===== config.mk =====
export PLATFORM = sky130hd
export DESIGN_NAME = lvl_scan_chain
export DESIGN_NICKNAME = d
export VERILOG_FILES = /design/src/rtl/lsc_pkg.sv /design/src/rtl/lsc_latch.sv /design/src/rtl/lsc_cell.sv /design/src/rtl/lsc_clk_guard.sv /design/src/rtl/lvl_scan_chain.sv
export SDC_FILE = /design/constraint.sdc
export NUM_CORES = 1
export LEC_CHECK = 0
export ABC_AREA = 1
export BUFFER_PORTS_ARGS = -buffer_cell sky130_fd_sc_hd__buf_4
export CORE_UTILIZATION = 50
export DETAILED_ROUTE_END_ITERATION = 6
export PLACE_DENSITY = 0.81
export SYNTH_ARGS = -nofsm -noshare
export SYNTH_HDL_FRONTEND = slang
export SYNTH_SLANG_ARGS = --single-unit

===== constraint.sdc =====
create_clock -name clk -period 1.5 [get_ports clk]
set_clock_uncertainty 0.1 [all_clocks]
set_input_delay 0.075 -clock clk [delete_from_list [all_inputs] [get_ports clk]]
set_output_delay 0.075 -clock clk [all_outputs]
set_load 0.01 [all_outputs]

===== src/rtl/lsc_pkg.sv =====
package lsc_pkg;

  // Sampled levels of the four strobes at one fabric clock edge.
  typedef struct packed {
    logic sys1;
    logic sys2;
    logic sa;
    logic sb;
  } lsc_strobes_t;

  // Any combination that must never be applied.
  function automatic logic strobe_conflict(input lsc_strobes_t s);
    return (s.sa & s.sb) | (s.sys1 & s.sa) | (s.sys2 & s.sb);
  endfunction

endpackage


===== src/rtl/lsc_latch.sv =====
// One level-sensitive storage element, modelled as a register that follows
// its selected source on each edge while exactly one of its strobes is high.
module lsc_latch (
  input  logic clk,
  input  logic rst,
  input  logic sys_en,
  input  logic sys_d,
  input  logic scan_en,
  input  logic scan_d,
  input  logic freeze,
  output logic q
);

  always_ff @(posedge clk) begin
    if (rst) begin
      q <= 1'b0;
    end else if (!freeze) begin
      if (sys_en && !scan_en) begin
        q <= sys_d;
      end else if (scan_en && !sys_en) begin
        q <= scan_d;
      end
    end
  end

endmodule


===== src/rtl/lsc_cell.sv =====
// A pair of storage elements: first rank and second rank.
module lsc_cell #(
  parameter bit L2_SYSTEM = 1'b1
) (
  input  logic clk,
  input  logic rst,
  input  lsc_pkg::lsc_strobes_t stb,
  input  logic freeze,
  input  logic d1,
  input  logic d2,
  input  logic scan_d,
  output logic q1,
  output logic q2
);

  logic l2_sys_d;

  generate
    if (L2_SYSTEM) begin : g_l2_own
      assign l2_sys_d = d2;
    end else begin : g_l2_slave
      assign l2_sys_d = q1;
    end
  endgenerate

  lsc_latch u_l1 (
    .clk     (clk),
    .rst     (rst),
    .sys_en  (stb.sys1),
    .sys_d   (d1),
    .scan_en (stb.sa),
    .scan_d  (scan_d),
    .freeze  (freeze),
    .q       (q1)
  );

  lsc_latch u_l2 (
    .clk     (clk),
    .rst     (rst),
    .sys_en  (stb.sys2),
    .sys_d   (l2_sys_d),
    .scan_en (stb.sb),
    .scan_d  (q1),
    .freeze  (freeze),
    .q       (q2)
  );

endmodule


===== src/rtl/lsc_clk_guard.sv =====
// Detects illegal strobe combinations; registers a per-edge error flag.
module lsc_clk_guard (
  input  logic clk,
  input  logic rst,
  input  lsc_pkg::lsc_strobes_t stb,
  output logic overlap,
  output logic err
);

  assign overlap = stb.sa & stb.sb;

  always_ff @(posedge clk) begin
    if (rst) begin
      err <= 1'b0;
    end else begin
      err <= lsc_pkg::strobe_conflict(stb);
    end
  end

endmodule


===== src/rtl/lvl_scan_chain.sv =====
module lvl_scan_chain #(
  parameter int N         = 8,
  parameter bit L2_SYSTEM = 1'b1
) (
  input  logic         clk,
  input  logic         rst,
  input  logic         cap1,
  input  logic         cap2,
  input  logic         shift_a,
  input  logic         shift_b,
  input  logic         scan_in,
  input  logic [N-1:0] d1,
  input  logic [N-1:0] d2,
  output logic [N-1:0] q1,
  output logic [N-1:0] q2,
  output logic         scan_out,
  output logic         clk_err
);

  localparam int LAST = N - 1;

  lsc_pkg::lsc_strobes_t stb;
  logic                  overlap;
  logic [N-1:0]          link;

  assign stb = '{sys1: cap1, sys2: cap2, sa: shift_a, sb: shift_b};

  lsc_clk_guard u_guard (
    .clk     (clk),
    .rst     (rst),
    .stb     (stb),
    .overlap (overlap),
    .err     (clk_err)
  );

  generate
    for (genvar i = 0; i < N; i++) begin : g_cell
      if (i == 0) begin : g_head
        assign link[i] = scan_in;
      end else begin : g_body
        assign link[i] = q2[i-1];
      end

      lsc_cell #(.L2_SYSTEM(L2_SYSTEM)) u_cell (
        .clk    (clk),
        .rst    (rst),
        .stb    (stb),
        .freeze (overlap),
        .d1     (d1[i]),
        .d2     (d2[i]),
        .scan_d (link[i]),
        .q1     (q1[i]),
        .q2     (q2[i])
      );
    end
  endgenerate

  assign scan_out = q2[LAST];

endmodule


==> reports/metrics.yaml, run 1 <==
outcome: "complete, but fails checks"
violations: "negative hold slack"
nFillCells: 185
antenna_found_initial: 0
maxCapViolCount: 0
die_h_um: 48.58
tightest_slew_ps: 497.7
rsz0062_at_grt: "false"
holdCritStartpoint: "d1[4]"
drc: 0
grt_pass1_vias: 968
syn_nets: 209
ys_seq_elements: 17
grt_usage_pct: 22.04
period_needed_ps: 1204
reg2reg_to: "g_cell[3].u_cell.u_l2.q$_SDFFE_PP0P_"
drive_gt1_share_pct: 23.36
drtIter0Drc: 21
vias_per_cell: 4.407
power.density_mw_per_mm2: 854.1
comb_power_share_pct: 32.1
vias: 1062
drtAntennaViolNets: 0
cts.clk_slew.worst_paths_ps: 110
grt.overflow.total: 0
antennaDiodeCount: 0
clockRootBuffer: "clkbuf_4"
hold_ws_ps: -1.620
grt_max_degree: 17
final_common_cell: "nand2_1"
initial_core_util_pct: 54.19
cts_sinks: 17
cp-start-kind: "input port"
netlist_instances: 182
multi_input_area_um2: 498.0
num_io_pins: 41
path_cells: "dlygate4sd3_1, buf_4, inv_1, nand2_1, nor2_1"
rrSetupSlack_ps: 670
ys_top_cells_by_area: "dfxtp_1 (31%), nand2_1 (28%), buf_4 (12%)"
h-tree-depth: 1
finalCritPeriodShare_pct: 80.24
regArea_um2: 340.3
min_to: "g_cell[4].u_cell.u_l1.q$_SDFFE_PP0P_"
finalSetupTns_ps: 0
worstSetupPathType: "in -> reg"
p_leak_nw: 0.8103
synthesis.area_mm2: 0.001085
fmax_ghz: 0.8308
die-area_mm2: 0.002360
mostFrequentLayoutCells: "nand2_1 (80), buf_4 (42), nor2_1 (33)"
io_buffers: 40
swShare_pct: 33.13
ys_types: 11
finish.net_count: 242
worstRegToRegCells: 4
end_kind: "flop"
synth_top_area_share_pct: 31.37
p_int_w: 0.0007825
hold_depth: 5
post_drt_wl_per_cell_um: 10.34
maxSlewHeadroom_pct: 66.78
yosysSeqAreaShare_pct: 31.37
die_x_um: 48.58
ir_drop_v: 0.0005840
critPathArrivalTime_ps: 1350
first_pass_iters: 4
grt_pass1_wl_um: 4015
crit_required_ps: 1650
cpPeakStageDelay_ps: 540
final-hold-violation-count: 2
p_total_w: 0.001170
syn_area_per_cell_um2: 5.960
clock_latency_ps: 300
cts_buffers: 3
critPathMaxFanout: 16
hold_class: "in -> reg"
power_frac_seq_pct: 45.5
regToRegStartpoint: "g_cell[3].u_cell.u_l1.q$_SDFFE_PP0P_"
cts_max_path_buffers: 2
cts.repair.resized: 0
cts_tree: "yes"
place.gp.congestion: 0.8159
row_count: 16
cp_slowest_cell: "dlygate4sd3_1"
p_sw_w: 0.0003877
area_growth_pct: 26.30
drt_wl_total_um: 2492
ys.warnings.count: 0
synth_top_cell_by_area: "dfxtp_1"
core_mm2: 0.002002
setup_viol: 0
hpwl_um: 1795
slew_violations: 0
pwr-share-clk_pct: 22.4
## sequential cells by signal (all words and copies together) (netlist names)
| register | cells |
|---|---|
| g_cell.u_cell.u_l1.q | 8 |
| g_cell.u_cell.u_l2.q | 8 |
| u_guard.err | 1 |
## worst max-delay path by stage
stage	start	end	slack (ps)	cells after the start
after floorplan	shift_a	g_cell[0].u_cell.u_l1.q$_SDFFE_PP0P_	520	7
final	rst	g_cell[0].u_cell.u_l1.q$_SDFFE_PP0P_	300	5
after detailed placement	shift_b	g_cell[3].u_cell.u_l2.q$_SDFFE_PP0P_	280	7
after global placement	shift_a	g_cell[3].u_cell.u_l1.q$_SDFFE_PP0P_	330	8
after global routing	rst	g_cell[0].u_cell.u_l1.q$_SDFFE_PP0P_	210	5
after CTS	rst	g_cell[0].u_cell.u_l1.q$_SDFFE_PP0P_	330	5
## synthesized netlist by cell type
master and count:
buf_6 2, nor2_1 33, nand2_1 80, inv_1 21, buf_4 17, inv_2 2, ha_1 4, buf_2 2
a21oi_1 1, nand2_2 3, dfxtp_1 17
## worst max-delay path, delay by kind of cell
family,cells,cell delay [ps]
buffers and inverters,3,1050
and+or+nand+nor,2,230
## metal layers
layer | up-vias | part of all wire [%] | wire length, um | track usage [%]
met5 | - | 0 | 0 | 0
met3 | 4 | 4.1 | 103 | 2.830
li1 | 570 | - | - | -
met1 | 452 | 46 | 1143 | 25.59
met2 | 36 | 49 | 1216 | 39.91
met4 | 0 | 1.2 | 29 | 10.29
## final cells by class
cell class                 instances  area share [%]
clock buffer                       4           1.918
inverter                          23           6.301
multi-input combinational        121           36.35
sequential                        17           24.84
tap                               27           2.466
timing repair buffer              49           28.13
## through the flow
stage	hold WS (ps)	cells	setup slack [ps]	area (um2)	util, %
floorplan	44.07	182	515.5	1085	-
global placement	141.5	230	331.2	1274	63.63
detailed placement	158.5	230	275.7	1274	63.63
CTS	3.084	241	325.6	1370	68.44
global route	2.447	241	212.5	1370	68.44
finish	-1.620	241	296.4	1370	68.44
## power by group through the flow
stage	clock network [W]	logic [W]	registers (W)
CTS	0.000258	0.000376	0.000532
finish	0.000262	0.000375	0.000533
floorplan	0	0.000271	0.000537
detailed placement	0	0.000359	0.000542
global route	0.000272	0.000418	0.000540
global placement	0	0.000346	0.000541
## logic make-up (layout without fill, tap and decap cells)
| kind of cell | Yosys count | in the layout | synth area share (%) |
|---|---|---|---|
| compound gates | 1 | 1 | 0.4609 |
| fa+ha+maj | 4 | 4 | 4.614 |
| buf+inv | 44 | 76 | 22.72 |
| flops | 17 | 17 | 31.37 |
| simple gates | 116 | 116 | 40.83 |
## what timing repair did
| action | 4_1_cts | 5_1_grt |
|---|---|---|
| endpoints found under the hold margin | 7 | 0 |
| hold buffers | 7 | 0 |
| setup buffers | 0 | 0 |
Power figures use the tool's default switching activity.
==> run 2, diff against run 1 <==
--- a/config.mk
+++ b/config.mk
@@ -5,11 +5,12 @@
 export SDC_FILE = /design/constraint.sdc
 export NUM_CORES = 1
 export LEC_CHECK = 0
-export ABC_AREA = 1
+export ABC_AREA = 0
 export BUFFER_PORTS_ARGS = -buffer_cell sky130_fd_sc_hd__buf_4
-export CORE_UTILIZATION = 50
+export CORE_ASPECT_RATIO = 0.5
+export CORE_UTILIZATION = 45
 export DETAILED_ROUTE_END_ITERATION = 6
-export PLACE_DENSITY = 0.81
+export PLACE_DENSITY = 0.76
 export SYNTH_ARGS = -nofsm -noshare
 export SYNTH_HDL_FRONTEND = slang
 export SYNTH_SLANG_ARGS = --single-unit
==> constraint.sdc (replaced) <==
create_clock -name clk -period 1.1 [get_ports clk]
set_clock_uncertainty 0.1 [all_clocks]
set_input_delay 0.055 -clock clk [delete_from_list [all_inputs] [get_ports clk]]
set_output_delay 0.055 -clock clk [all_outputs]
set_load 0.01 [all_outputs]
==> reports/metrics.yaml, run 2 <==
outcome: "finished clean"
grt.overflow.total: 0  # unchanged
antennaDiodeCount: 0  # unchanged
cts.clk_slew.worst_paths_ps: 70  # -40 ps
clockRootBuffer: "clkbuf_8"
die_x_um: 75.22  # +55%
fin_area_mm2: 0.001523  # +11%
worstSetupPathType: "reg -> out"
synth_edf_count: 0  # unchanged
grt_pass1_wl_um: 4554  # +13%
ys_top_cells_by_area: "dfxtp_1 (28%), mux2i_1 (13%), nand4b_1 (12%)"
netlist_instances: 118  # -35%
setup_viol: 0  # unchanged
place.gp.congestion: 0.7382  # -9.5%
tightest_slew_ps: 224.9  # -272.9 ps
drtAntennaViolNets: 0  # unchanged
place_ws_ps: -31.80  # -307.5 ps
fmax_ghz: 1.033
ys.warnings.count: 0  # unchanged
final_common_cell: "buf_4"
post_drt_wl_per_cell_um: 15.97  # +54%
power.density_mw_per_mm2: 1028  # +20%
synthesis.area_mm2: 0.001206  # +11%
slew_violations: 0  # unchanged
vias: 1023  # -3.7%
reg_top3: "g_cell.u_cell.u_l1.q (8), g_cell.u_cell.u_l2.q (8), u_guard.err (1)"
finalCritPeriodShare_pct: 88.02
grt_usage_pct: 22.18  # +0.15 points
cts_tree: "yes"
critPathTopFamily: "flip-flops"
path_cells: "buf_4"
hold_class: "in -> reg"
cts_setup_buffers: 0  # unchanged
ys_seq_elements: 17  # unchanged
critPathArrivalTime_ps: 810  # -540 ps
maxCapViolCount: 0  # unchanged
drt_wl_total_um: 2875  # +15%
h-tree-depth: 1  # unchanged
final-hold-violation-count: 0  # -2
drive_gt1_share_pct: 46.21  # +23 points
ir_drop_v: 0.0005598  # -4.2%
cp-start-kind: "flop"
synth_common_cells: "dfxtp_1 (17), buf_4 (16), mux2i_1 (16), nand3b_1 (16), nand4b_1 (16)"
nFillCells: 216  # +17%
hold_buffers: 1  # -6
syn_area_per_cell_um2: 10.22  # +71%
syn_nets: 145  # -31%
cpPeakStageDelay_ps: 410  # -130 ps
cts.repair.resized: 0  # unchanged
drc: 0  # unchanged
hpwl_um: 2039  # +14%
vias_per_cell: 5.683  # +29%
io_buffers: 40  # unchanged
row_count: 12  # -4
rsz0062_at_grt: "false"
period_needed_ps: 968.3
clock_latency_ps: 260  # -40 ps
cp_slowest_cell: "dfxtp_1"
critPathMaxFanout: 4  # -12
cts_sinks: 17  # unchanged
ys_types: 17  # +6
synth_top_cell_by_area: "dfxtp_1"
yosysSeqAreaShare_pct: 28.22  # -3.2 points
end_kind: "output port"
async_reset_ff_share_pct: 0  # unchanged
finish.net_count: 173  # -29%
core_mm2: 0.002372  # +19%
cts_max_path_buffers: 2  # unchanged
area_growth_pct: 26.24  # about the same
crit_required_ps: 940  # -710 ps
maxSlewHeadroom_pct: 84.58  # +18 points
grt_max_degree: 20  # +3
first_pass_iters: 4  # unchanged
synth_top_area_share_pct: 28.22  # -3.2 points
drtIter0Drc: 40  # +90%
antenna_found_initial: 0  # unchanged
mostFrequentLayoutCells: "buf_4 (49), dfxtp_1 (17), mux2i_1 (16), nand4b_1 (16), nand3b_1 (16)"
die-area_mm2: 0.002904  # +23%
synthMostInstantiatedCell: "dfxtp_1"
p_leak_nw: 0.6196  # -24%
initial_core_util_pct: 50.84  # -3.3 points
grt_pass1_vias: 939  # -3.0%
die_h_um: 38.61  # -21%
cts_buffers: 3  # unchanged
num_io_pins: 41  # unchanged
dpl_cell_area_mm2: 0.001466  # +15%
setup_slack_ps: 131.7  # -164.7 ps
crit_buf_inv: 1  # -2
synthFlopType: "dfxtp_1"
run 2: cell types whose count changed in the layout (fill, tap and decap cells not counted), moves of 3 or more:
cell	change
nand2_1	-80
clkbuf_4	-3
nand3b_1	+16
o211ai_2	+8
dlygate4sd3_1	-6
o211ai_1	+8
nand4b_1	+16
buf_4	+7
mux2i_1	+16
nand2_2	-3
nor2_1	-32
inv_1	-21
clkbuf_8	+3
run 2: worst paths after layout:
path / startpoint / to / slack [ps] / depth (start not counted)
worst min register to register: g_cell[1].u_cell.u_l1.q$_SDFFE_PP0P_ / g_cell[1].u_cell.u_l1.q$_SDFFE_PP0P_ / 450 / 2
worst max register to register: g_cell[3].u_cell.u_l1.q$_SDFFE_PP0P_ / g_cell[3].u_cell.u_l2.q$_SDFFE_PP0P_ / 230 / 2
worst min-delay path: d2[6] / g_cell[6].u_cell.u_l2.q$_SDFFE_PP0P_ / 20 / 3
worst max-delay path: g_cell[6].u_cell.u_l1.q$_SDFFE_PP0P_ / q1[6] / 130 / 1
run 2: area by class of cell:
type,instances,area [um2],area share [%]
multi-input combinational,72,701.9,46.10
timing repair buffer,50,377.9,24.82
sequential,17,340.3,22.35
tap,35,43.79,2.876
clock buffer,3,41.29,2.712
inverter,2,12.51,0.8217
clock inverter,1,5.005,0.3287
run 2: cells by family (layout without fill, tap and decap cells):
kind of cell	after synthesis	in the layout	synth area share [%]
simple gates	33	33	21.89
fa+ha+maj	4	4	4.150
flops	17	17	28.22
buf+inv	29	56	16.39
compound gates	19	19	16.08
mux	16	16	13.28
run 2: stage by stage:
| step | std cells | utilization [%] | TNS [ps] | hold WS (ps) | total power [W] |
|---|---|---|---|---|---|
| 2_1_floorplan | 118 | - | -2774 | 171.5 | 0.0009595 |
| 3_3_place_gp | 175 | 61.81 | -42.54 | 248.3 | 0.001083 |
| 3_5_place_dp | 175 | 61.81 | -159.8 | 255.0 | 0.001091 |
| 4_1_cts | 180 | 64.19 | 0 | 17.69 | 0.001570 |
| 5_1_grt | 180 | 64.19 | 0 | 25.43 | 0.001623 |
| 6_report | 180 | 64.19 | 0 | 16.66 | 0.001565 |
run 2: where the power goes:
part / leakage [nW] / total [W] / switching (W) / internal [W]
clock: 0.0255 / 0.000484 / 0.000233 / 0.000252
sequential: 0.138 / 0.000683 / 0.0000340 / 0.000649
combinational: 0.456 / 0.000397 / 0.000183 / 0.000215
total: 0.620 / 0.00157 / 0.000449 / 0.00112
run 2: metal layers:
| metal | share of wire [%] | wire length, um | up-vias | GRT usage, % |
|---|---|---|---|---|
| met3 | 5.3 | 152 | 2 | 6.250 |
| met5 | 0 | 0 | - | 0 |
| met2 | 44 | 1264 | 27 | 33.78 |
| li1 | - | - | 485 | - |
| met1 | 50 | 1441 | 509 | 31.28 |
| met4 | 0.59 | 17 | 0 | 4.630 |
==> run 3, diff against run 2 <==
--- a/config.mk
+++ b/config.mk
@@ -13,4 +13,5 @@
 export PLACE_DENSITY = 0.76
 export SYNTH_ARGS = -nofsm -noshare
 export SYNTH_HDL_FRONTEND = slang
+export SYNTH_HIERARCHICAL = 1
 export SYNTH_SLANG_ARGS = --single-unit
==> reports/metrics.yaml, run 3 <==
critPathMaxFanout: 9  # +5
cts_max_path_buffers: 2  # unchanged
drt_wl_total_um: 2572  # -11%
initial_core_util_pct: 51.00  # +0.16 points
tightest_slew_ps: 294.3  # +69.40 ps
rrSetupSlack_ps: 200  # -30 ps
top_usage_layer: "met2"
die_h_um: 38.67  # +0.14%
post_drt_wl_per_cell_um: 12.67  # -21%
syn_nets: 157  # +8.3%
period_needed_ps: 941.7  # -26.61 ps
grt_max_degree: 23  # +15%
p_sw_w: 0.0005469  # +22%
maxSlewHeadroom_pct: 80.38  # -4.2 points
pwr-share-clk_pct: 25.7  # -5.3 points
power_frac_seq_pct: 39.4  # -4.3 points
cpPeakStageDelay_ps: 280  # -130 ps
place.gp.congestion: 0.7410  # +0.38%
power.density_mw_per_mm2: 1099  # +6.9%
nFillCells: 211  # -2.3%
ys_types: 12  # -5
clock_latency_ps: 250  # about the same
p_leak_nw: 0.8372  # +35%
cp_slowest_cell: "ha_1"
antennaDiodeCount: 0  # unchanged
worstSetupPathType: "in -> reg"
post-place-cells: 198  # +13%
first_pass_iters: 4  # unchanged
grt_usage_pct: 21.12  # -1.1 points
num_io_pins: 41  # unchanged
fin_util_pct: 70.52  # +6.3 points
slew_violations: 0  # unchanged
drtIter0Drc: 30  # -25%
die_x_um: 75.33  # +0.15%
outcome: "finished clean"
cp-start-kind: "input port"
core_mm2: 0.002372  # unchanged
grt_pass1_wl_um: 4305  # -5.5%
stdcell_count: 203  # +13%
maxCapViolCount: 0  # unchanged
grt_pass1_vias: 1000  # +6.5%
ys.warnings.count: 6  # +6
setup_slack_ps: 158.3  # +26.61 ps
cts.repair.resized: 0  # unchanged
grtUsageMet2_pct: 40.63  # +6.8 points
cts_tree: "yes"
vias: 1034  # +1.1%
yosysSeqAreaShare_pct: 28.13  # -0.088 points
path_cells: "buf_4, buf_4, inv_1, ha_1, o21ba_1, a211oi_2"
final_common_cell: "buf_4"
rsz0062_at_grt: "false"
ys_top_cells_by_area: "dfxtp_1 (28%), a211oi_2 (17%), ha_1 (17%)"
cts_sinks: 17  # unchanged
synthFlopType: "dfxtp_1"
fmax_ghz: 1.062  # +2.8%
hpwl_um: 2013  # -1.3%
final-hold-violation-count: 0  # unchanged
p_int_w: 0.001291  # +16%
area_growth_pct: 38.26
io_buffers: 40  # unchanged
path_common_cell: "buf_4"
h-tree-depth: 1  # unchanged
die-area_mm2: 0.002913  # +0.30%
finalCritPeriodShare_pct: 85.61  # -2.4 points
grt.overflow.total: 0  # unchanged
synth_top_cell_by_area: "dfxtp_1"
synth_edf_count: 0  # unchanged
row_count: 12  # unchanged
crit_required_ps: 1180  # +240 ps
mostFrequentLayoutCells: "buf_4 (44), dfxtp_1 (17)"
synthesis.area_mm2: 0.001210  # +0.31%
swShare_pct: 29.76  # +1.1 points
comb_power_share_pct: 34.9  # +9.5 points
netlist_instances: 118  # unchanged
drtAntennaViolNets: 0  # unchanged
hold_class: "in -> reg"
vias_per_cell: 5.094  # -10%
async_reset_ff_share_pct: 0  # unchanged
synthMostInstantiatedCell: "dfxtp_1"
reg_top3: "g_cell.u_cell/u_l1/q (8), g_cell.u_cell/u_l2/q (8), u_guard/err (1)"
end_kind: "flop"
critPathArrivalTime_ps: 1020  # +210 ps
cts.clk_slew.worst_paths_ps: 70  # about the same
setup_viol: 0  # unchanged
syn_area_per_cell_um2: 10.25  # +0.31%
drive_gt1_share_pct: 39.88  # -6.3 points
use_met3_pct: 6.771  # +0.52 points
place_ws_ps: -97.98  # -66.19 ps
drc: 0  # unchanged
ys_seq_elements: 17  # unchanged
cts_buffers: 3  # unchanged
grtUsageMet1_pct: 22.64  # -8.6 points
synth_top_area_share_pct: 28.13  # -0.088 points
finish.net_count: 208  # +20%
antenna_found_initial: 0  # unchanged
clockRootBuffer: "clkbuf_8"
ir_drop_v: 0.0007268  # +30%
-- run 3: changes by cell type after synthesis, sizes merged, moves of 2 or more --
| cell | change |
|---|---|
| nand4b | -16 |
| o211ai | -16 |
| o21ba | +16 |
| inv | +14 |
| ha | +12 |
| buf | -21 |
| clkbuf | -5 |
| a211oi | +15 |
| a211o | -2 |
| nor2 | +15 |
| nand3b | -16 |
-- run 3: cell families after synthesis --
group | count (synthesis) | synth area share [%]
AOI/OAI and AO/OA | 34 | 30.61
adders and majority gates | 16 | 16.55
buffers and inverters | 17 | 5.585
DFF | 17 | 28.13
muxes | 16 | 13.24
and+or+nand+nor | 18 | 5.895
-- run 3: layer usage --
metal	part of all wire [%]	vias up
li1	-	522
met1	45	493
met2	50	17
met3	3.8	2
met4	0.74	0
met5	0	-
-- run 3: power by group through the flow --
stage               registers, W  clock network [W]  logic (W)
finish                  0.000723           0.000473   0.000642
global placement        0.000735                  0   0.000626
detailed placement      0.000738                  0   0.000644
floorplan               0.000758                  0   0.000351
global route            0.000731           0.000516   0.000707
CTS                     0.000724           0.000485   0.000650
-- run 3: final timing paths --
check,end,start,cells after the start
setup / recovery,g_cell[4].u_cell/u_l1/q$_SDFFE_PP0P_,shift_a,6
hold / removal,u_guard/err$_SDFF_PP0_,shift_b,3
setup reg to reg,g_cell[3].u_cell/u_l1/q$_SDFFE_PP0P_,g_cell[3].u_cell/u_l1/q$_SDFFE_PP0P_,2
hold reg to reg,g_cell[1].u_cell/u_l1/q$_SDFFE_PP0P_,g_cell[0].u_cell/u_l2/q$_SDFFE_PP0P_,2
-- run 3: layout make-up --
| type | instances | area, um2 | share of cell area, % |
|---|---|---|---|
| flip-flops and latches | 17 | 340.3 | 20.34 |
| multi-input cells | 84 | 802.0 | 47.94 |
| clock inverters | 1 | 5.005 | 0.2992 |
| well taps | 35 | 43.79 | 2.618 |
| inverters | 16 | 60.06 | 3.590 |
| clock buffers | 3 | 41.29 | 2.468 |
| repair buffers | 47 | 380.4 | 22.74 |
-- run 3: worst max-delay path, delay by kind of cell --
family	cells	cell delay [ps]
adders and majority gates	1	280
AOI/OAI and AO/OA	2	370
buffers and inverters	3	300
-- run 3: through the flow --
step | hold slack [ps] | area, um2 | total power, W | setup TNS [ps]
2_1_floorplan | 19.65 | 1210 | 0.001109 | 0
3_3_place_gp | 271.2 | 1617 | 0.001361 | -765.7
3_5_place_dp | 271.2 | 1617 | 0.001383 | -1055
4_1_cts | 13.05 | 1673 | 0.001859 | 0
5_1_grt | 19.43 | 1673 | 0.001953 | 0
6_report | 28.91 | 1673 | 0.001838 | 0
-- run 3: repair_timing --
action | 4_1_cts | 5_1_grt
hold buffers | 1 | 0
hold endpoints to repair | 1 | 0
buffers inserted | 0 | 0
